==> src/rtl/midrange_cs_pkg.sv <==
// Shared types and helpers for the midrange window chip select.
// Assumes the size code fits in three bits and that window sizes are powers of two.
package midrange_cs_pkg;

    typedef enum logic [1:0] {
        RF_IDLE  = 2'd0,
        RF_PULSE = 2'd1,
        RF_RECOV = 2'd2
    } rf_state_t;

    // Returns log2 of the window size in bytes, clamping codes past the largest size.
    function automatic int win_log2(input logic [2:0] code, input int min_log2, input int num_sizes);
        int c;
        c = int'(code);
        if (c > num_sizes - 1) c = num_sizes - 1;
        return min_log2 + c;
    endfunction

endpackage

==> src/rtl/midrange_cs_decode.sv <==
// Window hit and quarter index decode. This logic is purely combinational.
// Assumes ADDR_W >= MIN_LOG2 + NUM_SIZES - 1, so that the largest window fits in the address.
module midrange_cs_decode
    import midrange_cs_pkg::*;
#(
    parameter int ADDR_W    = 20,
    parameter int MIN_LOG2  = 13,
    parameter int NUM_SIZES = 7,
    parameter int SIZE_W    = 3
) (
    input  logic [ADDR_W-1:0] addr,
    input  logic [ADDR_W-1:0] win_base,
    input  logic [SIZE_W-1:0] win_size,
    output logic              hit,
    output logic [1:0]        region
);

    logic [ADDR_W-1:0] keep_mask;
    int                lg;

    // Compare the bits above the window size and pick the two bits just below that boundary.
    always_comb begin
        lg = win_log2(3'(win_size), MIN_LOG2, NUM_SIZES);
        for (int i = 0; i < ADDR_W; i++) begin
            keep_mask[i] = (i >= lg);
        end
        hit    = (((addr ^ win_base) & keep_mask) == '0);
        region = 2'(addr >> (lg - 2));
    end

endmodule

==> src/rtl/midrange_cs_refresh.sv <==
// Refresh strobe generator. It makes a 1.5-clock active-low strobe, followed by a recovery gap.
// The rising edge starts the strobe and the falling edge of the second cycle ends it.
// Assumes RECOV_CYC >= 1 and that the tick is a one-clock pulse.
module midrange_cs_refresh
    import midrange_cs_pkg::*;
#(
    parameter int RECOV_CYC = 6,
    localparam int CNT_W    = $clog2(RECOV_CYC + 1)
) (
    input  logic clk,
    input  logic rst_n,
    input  logic enable,
    input  logic hold,
    input  logic tick,
    output logic pulse_active,
    output logic strobe_n
);

    rf_state_t        state;
    logic             second_ph;
    logic [CNT_W-1:0] gap_cnt;
    logic             pending;
    logic             half_done;
    logic             start_ok;

    assign start_ok     = enable && !hold && (tick || pending);
    assign pulse_active = (state == RF_PULSE);

    // Sequence idle, strobe and recovery, and remember ticks that cannot be served yet.
    always_ff @(posedge clk) begin
        if (!rst_n) begin
            state     <= RF_IDLE;
            second_ph <= 1'b0;
            gap_cnt   <= '0;
            pending   <= 1'b0;
        end else begin
            pending <= enable && (pending || tick);
            case (state)
                RF_IDLE: begin
                    if (start_ok) begin
                        state     <= RF_PULSE;
                        second_ph <= 1'b0;
                        pending   <= 1'b0;
                    end
                end
                RF_PULSE: begin
                    if (!second_ph) begin
                        second_ph <= 1'b1;
                    end else begin
                        second_ph <= 1'b0;
                        state     <= RF_RECOV;
                        gap_cnt   <= CNT_W'(RECOV_CYC - 1);
                    end
                end
                RF_RECOV: begin
                    if (gap_cnt == '0) begin
                        if (start_ok) begin
                            state   <= RF_PULSE;
                            pending <= 1'b0;
                        end else begin
                            state <= RF_IDLE;
                        end
                    end else begin
                        gap_cnt <= gap_cnt - 1'b1;
                    end
                end
                default: state <= RF_IDLE;
            endcase
        end
    end

    // On the falling edge mark the midpoint of the second strobe cycle.
    always_ff @(negedge clk) begin
        if (!rst_n) begin
            half_done <= 1'b0;
        end else begin
            half_done <= pulse_active && second_ph;
        end
    end

    assign strobe_n = !(pulse_active && !half_done);

endmodule

==> src/rtl/midrange_cs_top.sv <==
// Midrange window chip select top. It registers four quarter selects and can share
// the last line with the refresh strobe. Hold forces every line inactive.
// Assumes the inputs are synchronous to clk.
module midrange_cs_top
    import midrange_cs_pkg::*;
#(
    parameter int ADDR_W    = 20,
    parameter int MIN_LOG2  = 13,
    parameter int NUM_SIZES = 7,
    parameter int SIZE_W    = 3,
    parameter int RECOV_CYC = 6
) (
    input  logic              clk,
    input  logic              rst_n,
    input  logic [ADDR_W-1:0] addr,
    input  logic              mem_valid,
    input  logic              io_cycle,
    input  logic              bus_hold,
    input  logic [ADDR_W-1:0] win_base,
    input  logic [SIZE_W-1:0] win_size,
    input  logic              mode_wr,
    input  logic              mode_din,
    input  logic              refresh_tick,
    output logic [3:0]        sel_n
);

    localparam int NUM_REG = 4;

    logic               hit;
    logic [1:0]         region;
    logic               mode_q;
    logic [NUM_REG-1:0] sel_q;
    logic [NUM_REG-1:0] sel_d;
    logic               pulse_active;
    logic               strobe_n;

    midrange_cs_decode #(
        .ADDR_W   (ADDR_W),
        .MIN_LOG2 (MIN_LOG2),
        .NUM_SIZES(NUM_SIZES),
        .SIZE_W   (SIZE_W)
    ) u_decode (
        .addr    (addr),
        .win_base(win_base),
        .win_size(win_size),
        .hit     (hit),
        .region  (region)
    );

    midrange_cs_refresh #(
        .RECOV_CYC(RECOV_CYC)
    ) u_refresh (
        .clk         (clk),
        .rst_n       (rst_n),
        .enable      (mode_q),
        .hold        (bus_hold),
        .tick        (refresh_tick),
        .pulse_active(pulse_active),
        .strobe_n    (strobe_n)
    );

    // Hold the refresh mode bit and clear it on reset.
    always_ff @(posedge clk) begin
        if (!rst_n) begin
            mode_q <= 1'b0;
        end else if (mode_wr) begin
            mode_q <= mode_din;
        end
    end

    // Work out the next select pattern from the cycle type, hold and decode.
    always_comb begin
        sel_d = '1;
        if (mem_valid && !io_cycle && !bus_hold && hit) begin
            sel_d[region] = 1'b0;
        end
        if (mode_q) begin
            sel_d[NUM_REG-1] = 1'b1;
        end
    end

    // Register the select pattern.
    always_ff @(posedge clk) begin
        if (!rst_n) begin
            sel_q <= '1;
        end else begin
            sel_q <= sel_d;
        end
    end

    // Drive the lines. The last line carries the refresh strobe in refresh mode.
    for (genvar k = 0; k < NUM_REG; k++) begin : g_line
        if (k == NUM_REG - 1) begin : g_shared
            assign sel_n[k] = mode_q ? (strobe_n || bus_hold) : sel_q[k];
        end else begin : g_plain
            assign sel_n[k] = sel_q[k];
        end
    end

endmodule

==> config.mk <==
export PLATFORM = sky130hd
export DESIGN_NAME = midrange_cs_top
export DESIGN_NICKNAME = d
export VERILOG_FILES = /design/src/rtl/midrange_cs_pkg.sv /design/src/rtl/midrange_cs_decode.sv /design/src/rtl/midrange_cs_refresh.sv /design/src/rtl/midrange_cs_top.sv
export SDC_FILE = /design/constraint.sdc
export NUM_CORES = 1
export LEC_CHECK = 0
export BUFFER_PORTS_ARGS = -buffer_cell sky130_fd_sc_hd__buf_2
export CELL_PAD_IN_SITES_DETAIL_PLACEMENT = 1
export CELL_PAD_IN_SITES_GLOBAL_PLACEMENT = 1
export CORE_UTILIZATION = 39
export DETAILED_ROUTE_END_ITERATION = 16
export PLACE_DENSITY = 0.91
export SYNTH_ARGS = -nofsm -noshare
export SYNTH_HDL_FRONTEND = slang
export SYNTH_SLANG_ARGS = --single-unit
==> constraint.sdc <==
create_clock -name clk -period 9.85 [get_ports clk]
set_clock_uncertainty 0.2 [all_clocks]
set_input_delay 0.4925 -clock clk [delete_from_list [all_inputs] [get_ports clk]]
set_output_delay 0.4925 -clock clk [all_outputs]
set_load 0.1 [all_outputs]
# After elaboration in Yosys (flattened, before gate mapping)
# Index checks and enable logic that the tools add are counted.
[word_totals] output_inout_bits=4 word_cells=89 input_bits=51 ff_bits=13
[classes] n_mux=18 magnitude_cmp=23 reduce_logical=25 bitwise=5 shifts=1 n_eq_ne=6 add_sub_neg=3
[ops] op="$ge A5 B32 Y1 const A" n=8
[ops] op="$ge A4 B32 Y1 const A" n=4
[ops] op="$ge A6 B32 Y1 const A" n=4
[ops] op="$ge A3 B32 Y1 const A" n=2
[ops] op="$ge A1 B32 Y1 const A" n=1
[ops] op="$ge A2 B32 Y1 const A" n=1
[ops] op="$shr A20 B32 Y2" n=1
[ops] op="$sub A32 B3 Y32 const B" n=1
[ops] op="$and A20 B20 Y20" n=1
[ops] op="$logic_not A20 Y1" n=1
[ops] op="$xor A20 B20 Y20" n=1
[ops] op="$logic_and A1 B1 Y1" n=9
[ops] op="$mux W3" n=3
[ops] op="$mux W1" n=7
[ops] op="$mux W2" n=3
[ops] op="$pmux W2 S3" n=1
[ops] op="$pmux W3 S2" n=1
[ops] op="$reduce_and A3 Y1" n=2
[ops] op="$add A4 B3 Y5 const A" n=1
[ops] op="$logic_not A1 Y1" n=4
[ops] op="$ne A2 B1 Y1 const B" n=2
[ops] op="$ne A2 B2 Y1 const B" n=2
[ops] op="$not A4 Y4" n=1
[ops] op="$pmux W1 S2" n=2
[ops] op="other kinds (14)" n=18

# Depth between registers and ports, before layout
# Gate-level depths: netlist of the first run.
[depth] depth_word=10 mapped_depth=17

# Modules after synthesis
# Synthesis of the first run repeated with hierarchy kept, for this count alone.
[unflattened] cells_unflattened=209 hier_area_um2=1665.3
[by_module_without_submodules] mod="midrange_cs_decode" cells_per_inst=145 area_per_inst_um2=1058.5 n_inst=1
[by_module_without_submodules] mod="midrange_cs_refresh" cells_per_inst=43 area_per_inst_um2=389.1 n_inst=1
[by_module_without_submodules] mod="midrange_cs_top" cells_per_inst=21 area_per_inst_um2=217.7 n_inst=1

==> results of run 1 <==
-- report_power, final --
part / internal, mW / switching (mW)
logic: 0.0471 / 0.0608
registers: 0.0560 / 0.00278
clock network: 0.0281 / 0.0215
-- metal layers --
metal	vias up	part of all wire	wire, µm
li1	828	-	-
met1	799	0.44	2090
met2	39	0.51	2420
met3	7	0.029	136
met4	0	0.018	86
met5	-	0	0
-- cell type report --
class / instances / area (µm²)
clock inverter: 2 / 7.51
tap: 50 / 62.6
multi-input combinational: 165 / 1270
clock buffer: 3 / 41.3
inverter: 12 / 45.0
sequential: 13 / 260
fill: 529 / 2070
timing repair buffer: 54 / 270
-- flip-flops by register name, summed over array words and instances (netlist names) --
register and cells:
sel_q 4, u_refresh.gap_cnt 3, u_refresh.state 2, mode_q 1, u_refresh.half_done 1, u_refresh.second_ph 1
u_refresh.pending 1
-- synth_stat cells, types with 3 or more instances --
cell type,number,area share
a21oi_1,15,0.046
dfxtp_1,13,0.16
inv_1,13,0.030
nand2_1,13,0.030
ha_1,12,0.091
mux2i_1,11,0.067
xnor2_1,11,0.058
nor2_1,9,0.020
nor3_1,9,0.027
xor2_1,9,0.048
o21ai_0,8,0.024
nor2b_1,7,0.027
nand3_1,6,0.018
nand4_1,6,0.023
buf_4,5,0.023
a31oi_1,4,0.015
buf_2,4,0.012
mux2_2,3,0.020
nand2b_1,3,0.011
o31ai_1,3,0.014
-- final timing paths --
kind                             from             endpoint  slack [ns]  depth (start not counted)
setup / recovery  u_refresh.half_done             sel_n[3]        3.01                          3
hold / removal               mode_din               mode_q        0.32                          3
setup reg to reg   u_refresh.state[1]  u_refresh.half_done        3.80                          3
hold reg to reg                mode_q    u_refresh.pending        0.33                          2
-- logic make-up (layout without fill, tap and decap cells) --
logic type,Yosys count,after routing
xor gates and xnor gates,21,21
muxes,18,18
and+or+nand+nor,67,67
buffers and inverters,24,71
adders and majority gates,12,12
AOI/OAI and AO/OA,47,47
DFF,13,13
-- worst max-delay path, stage by stage (launching register included) --
cell and delay, ns:
dfxtp_1 0.30, nor2_1 0.04, a31oi_1 0.14, buf_2 0.44
-- placed cells by master, fill, tap and decap left out, types with 3 or more instances in the layout --
cell / count
buf_2: 54
a21oi_1: 15
inv_1: 14
nand2_1: 13
dfxtp_1: 13
ha_1: 12
mux2i_1: 11
xnor2_1: 11
nor2_1: 9
xor2_1: 9
nor3_1: 9
o21ai_0: 8
nor2b_1: 7
nand3_1: 6
nand4_1: 6
a31oi_1: 4
o31ai_1: 3
mux2_2: 3
nand2b_1: 3
clkbuf_8: 3
==> impl_metrics.json, run 1 <==
{
  "status": "finished, final reports clean",
  "critPathLaunchType": "flop",
  "dr.pass1.iters": 4,
  "peakVddDrop_mv": 0.0421,
  "synth_warnings": 0,
  "ys_seq_area_frac": 0.158,
  "cts_setup_buffers": 0,
  "report.final.slew_viol_count": 0,
  "dieHeight_um": 67.0,
  "setup_slack_ns": 3.01,
  "coreArea_um2": 4030,
  "grt_use_total": 0.224,
  "grt_max_degree": 21,
  "wl_um": 4740,
  "post-route-util": 0.487,
  "grt_util_met1": 0.274,
  "post-dp-hpwl_um": 3940,
  "syn2layout_area_growth_pct": 19.0,
  "tightest_slew_ns": 0.814,
  "drive_gt1_frac": 0.273,
  "criticalPathCategory": "flop to output pin",
  "grt_pass1_wl_um": 7510,
  "p_total_mw": 0.216,
  "yosys_register_bits": 13,
  "hold_class": "primary input to flop",
  "slew_headroom": 0.457,
  "fp.dieW_um": 67.0,
  "rsz0062_at_grt": "false",
  "syn_area_um2": 1650,
  "synthSimpleGateAreaFrac": 0.223,
  "synth_top_family_by_area": "simple AND/OR/NAND/NOR gates",
  "place_ws_ns": 3.32,
  "synthCells": 202,
  "synth_area_per_cell_um2": 8.16,
  "yosys_most_used_dff": "dfxtp_1",
  "synth_fa_ha_area_frac": 0.0910,
  "tns_ns": 0,
  "rows": 23,
  "power_leakage_nw": 0.848,
  "synth_compound_area_frac": 0.197,
  "async_reset_ff_frac": 0,
  "drt-wirelength-per-cell_um": 15.8,
  "required_ns": 9.16,
  "cts_made_buffers": 3,
  "io_pins": 55,
  "p_per_area_nw_per_um2": 110,
  "max_cap_violations": 0,
  "antenna_found_initial": 0,
  "end_kind": "output pin",
  "grt_pass1_vias": 1638,
  "hold_viol_final": 0,
  "cts_hold_buffers": 0,
  "overflow": 0,
  "cts.sinks": 13,
  "place.gp.congestion": 0.849,
  "arrival_ns": 6.15,
  "initial_core_util": 0.409,
  "cts_tree": "built",
  "place_inst": 295,
  "layout.cells.non_filler": 299,
  "muxShareOfSynthArea": 0.140,
  "die-area_um2": 4490,
  "clock_path_buffers": 2,
  "cts_resized": 0,
  "fin_hold_ws_ns": 0.317,
  "fin_area_um2": 1960,
  "portBuffers": 54,
  "finalSetupViolations": 0,
  "fin_nets": 313,
  "via_per_inst": 5.60,
  "clk_pin_slew_ns": 0.05,
  "grt.busiest_layer": "met2",
  "synth_edf_count": 0,
  "drc": 0,
  "cts_root_buffer": "clkbuf_8",
  "dr.first_iter.drc_count": 70,
  "diodes": 0,
  "ant_nets": 0,
  "synth.distinct_cells": 51,
  "synth_nets": 265,
  "post_dp_cell_area_um2": 1920,
  "vias": 1673,
  "h-tree-depth": 1,
  "met3_usage": 0.0188,
  "synth_xor_area_frac": 0.123,
  "clk_latency_ns": 0.25,
  "cp_max_fo": 1,
  "grt_util_met2": 0.406
}
(Power assumes the default switching activity.)
==> run 2: changes to the inputs <==
- CORE_UTILIZATION: 39 -> 33
- PLACE_DENSITY: 0.91 -> 0.83
- clock period: 9.85 -> 5.6 ns (I/O delays scaled with it)
==> run 2 against run 1 <==
Effect of this change:
- largest power group unchanged
- die area is 18% higher
- sequential power up 75%
- first-iteration DRC count shrank 49%
==> impl_metrics.json, run 2 (same netlist as run 1, synthesis figures left out) <==
{
  "critPathLaunchType": "flop",
  "diodes": 0,
  "criticalPathCategory": "flop to output pin",
  "dieHeight_um": 72.7,
  "cts_resized": 0,
  "wl_um": 4560,
  "largest_reg_flops": 4,
  "place.gp.congestion": 0.839,
  "reg2reg_slack_ns": 1.68,
  "ant_nets": 0,
  "syn2layout_area_growth_pct": 20.3,
  "clk_pin_slew_ns": 0.05,
  "grt_use_total": 0.184,
  "coreArea_um2": 4750,
  "peakVddDrop_mv": 0.0727,
  "cts_root_buffer": "clkbuf_8",
  "reg_top3": "sel_q: 4 flops, u_refresh.gap_cnt: 3 flops, u_refresh.state: 2 flops",
  "via_per_inst": 5.22,
  "place_ws_ns": 1.41,
  "reg2reg_from": "u_refresh.state[1]",
  "cts_tree": "built",
  "hold_class": "primary input to flop",
  "report.final.slew_viol_count": 0,
  "final_common_cell": "buf_2",
  "drive_gt1_frac": 0.273,
  "required_ns": 5.12,
  "grt_pass1_wl_um": 7730,
  "setup.worst_path.end": "sel_n[3]",
  "tightest_slew_ns": 0.849,
  "slew_headroom": 0.434,
  "portBuffers": 54,
  "cp_max_fo": 1,
  "die-area_um2": 5280,
  "dr.pass1.iters": 4,
  "drt-wirelength-per-cell_um": 14.4,
  "rsz0062_at_grt": "false",
  "largest-register": "sel_q",
  "r2r_cells": 3,
  "max_cap_violations": 0,
  "r2r-end": "u_refresh.half_done",
  "grt_max_degree": 21,
  "post-dp-hpwl_um": 3750,
  "cts.sinks": 13,
  "hold_viol_final": 0,
  "rows": 25,
  "h-tree-depth": 1,
  "fin_nets": 313,
  "setup_slack_ns": 1.10,
  "tns_ns": 0,
  "clock_path_buffers": 2,
  "hold_path_depth": 3,
  "power_leakage_nw": 0.848,
  "vias": 1649,
  "end_kind": "output pin",
  "fp.dieW_um": 72.7,
  "dr.first_iter.drc_count": 36,
  "status": "finished, final reports clean",
  "p_per_area_nw_per_um2": 190,
  "overflow": 0,
  "clk_latency_ns": 0.25,
  "antenna_found_initial": 0,
  "cts_hold_buffers": 0,
  "drc": 0,
  "grt_pass1_vias": 1675,
  "arrival_ns": 4.02,
  "initial_core_util": 0.347,
  "cts_made_buffers": 3,
  "final_cell_mix": "buf_2 (54), a21oi_1 (15), inv_1 (14)",
  "cts_setup_buffers": 0,
  "crit_path_start": "u_refresh.half_done",
  "io_pins": 55,
  "finalSetupViolations": 0
}
## run 2: worst max-delay path, cell delays in order (launching register included)
cell and delay (ns):
dfxtp_1 0.30, nor2_1 0.04, a31oi_1 0.14, buf_2 0.44
## run 2: where the power goes
group / internal (mW) / leakage [nW] / switching, mW
registers: 0.0985 / 0.105 / 0.00445
clock network: 0.0493 / 0.0322 / 0.0351
logic: 0.0828 / 0.711 / 0.107
## run 2: worst min path at each step
| stage | from | end | slack (ns) |
|---|---|---|---|
| after floorplan | mode_din | mode_q | 0.25 |
| after global placement | u_refresh.gap_cnt[1] | u_refresh.gap_cnt[1] | 0.30 |
| after detailed placement | u_refresh.gap_cnt[1] | u_refresh.gap_cnt[1] | 0.31 |
| after CTS | mode_din | mode_q | 0.10 |
| after global routing | mode_din | mode_q | 0.12 |
| final | mode_din | mode_q | 0.10 |
## run 2: through the flow
stage	hold slack, ns	util	cell area [µm²]	total power [mW]	cells
2_1_floorplan	0.249	-	1650	0.241	202
3_3_place_gp	0.295	0.408	1940	0.289	312
3_5_place_dp	0.307	0.408	1940	0.294	312
4_1_cts	0.101	0.417	1980	0.379	316
5_1_grt	0.125	0.417	1980	0.409	316
6_report	0.105	0.417	1980	0.377	316
## run 2: layer usage
layer,up-vias,part of all wire,global-route usage
met2,35,0.49,0.300
met5,-,0,0
li1,831,-,-
met1,779,0.49,0.263
met4,0,0.0059,0.0414
met3,4,0.023,0.0152
## run 2: area by class of cell
type / instances / area, µm²
multi-input cells: 165 / 1270
repair buffers: 54 / 270
fillers: 609 / 2770
clock inverters: 2 / 7.51
flip-flops and latches: 13 / 260
inverters: 12 / 45.0
well taps: 67 / 83.8
clock buffers: 3 / 41.3
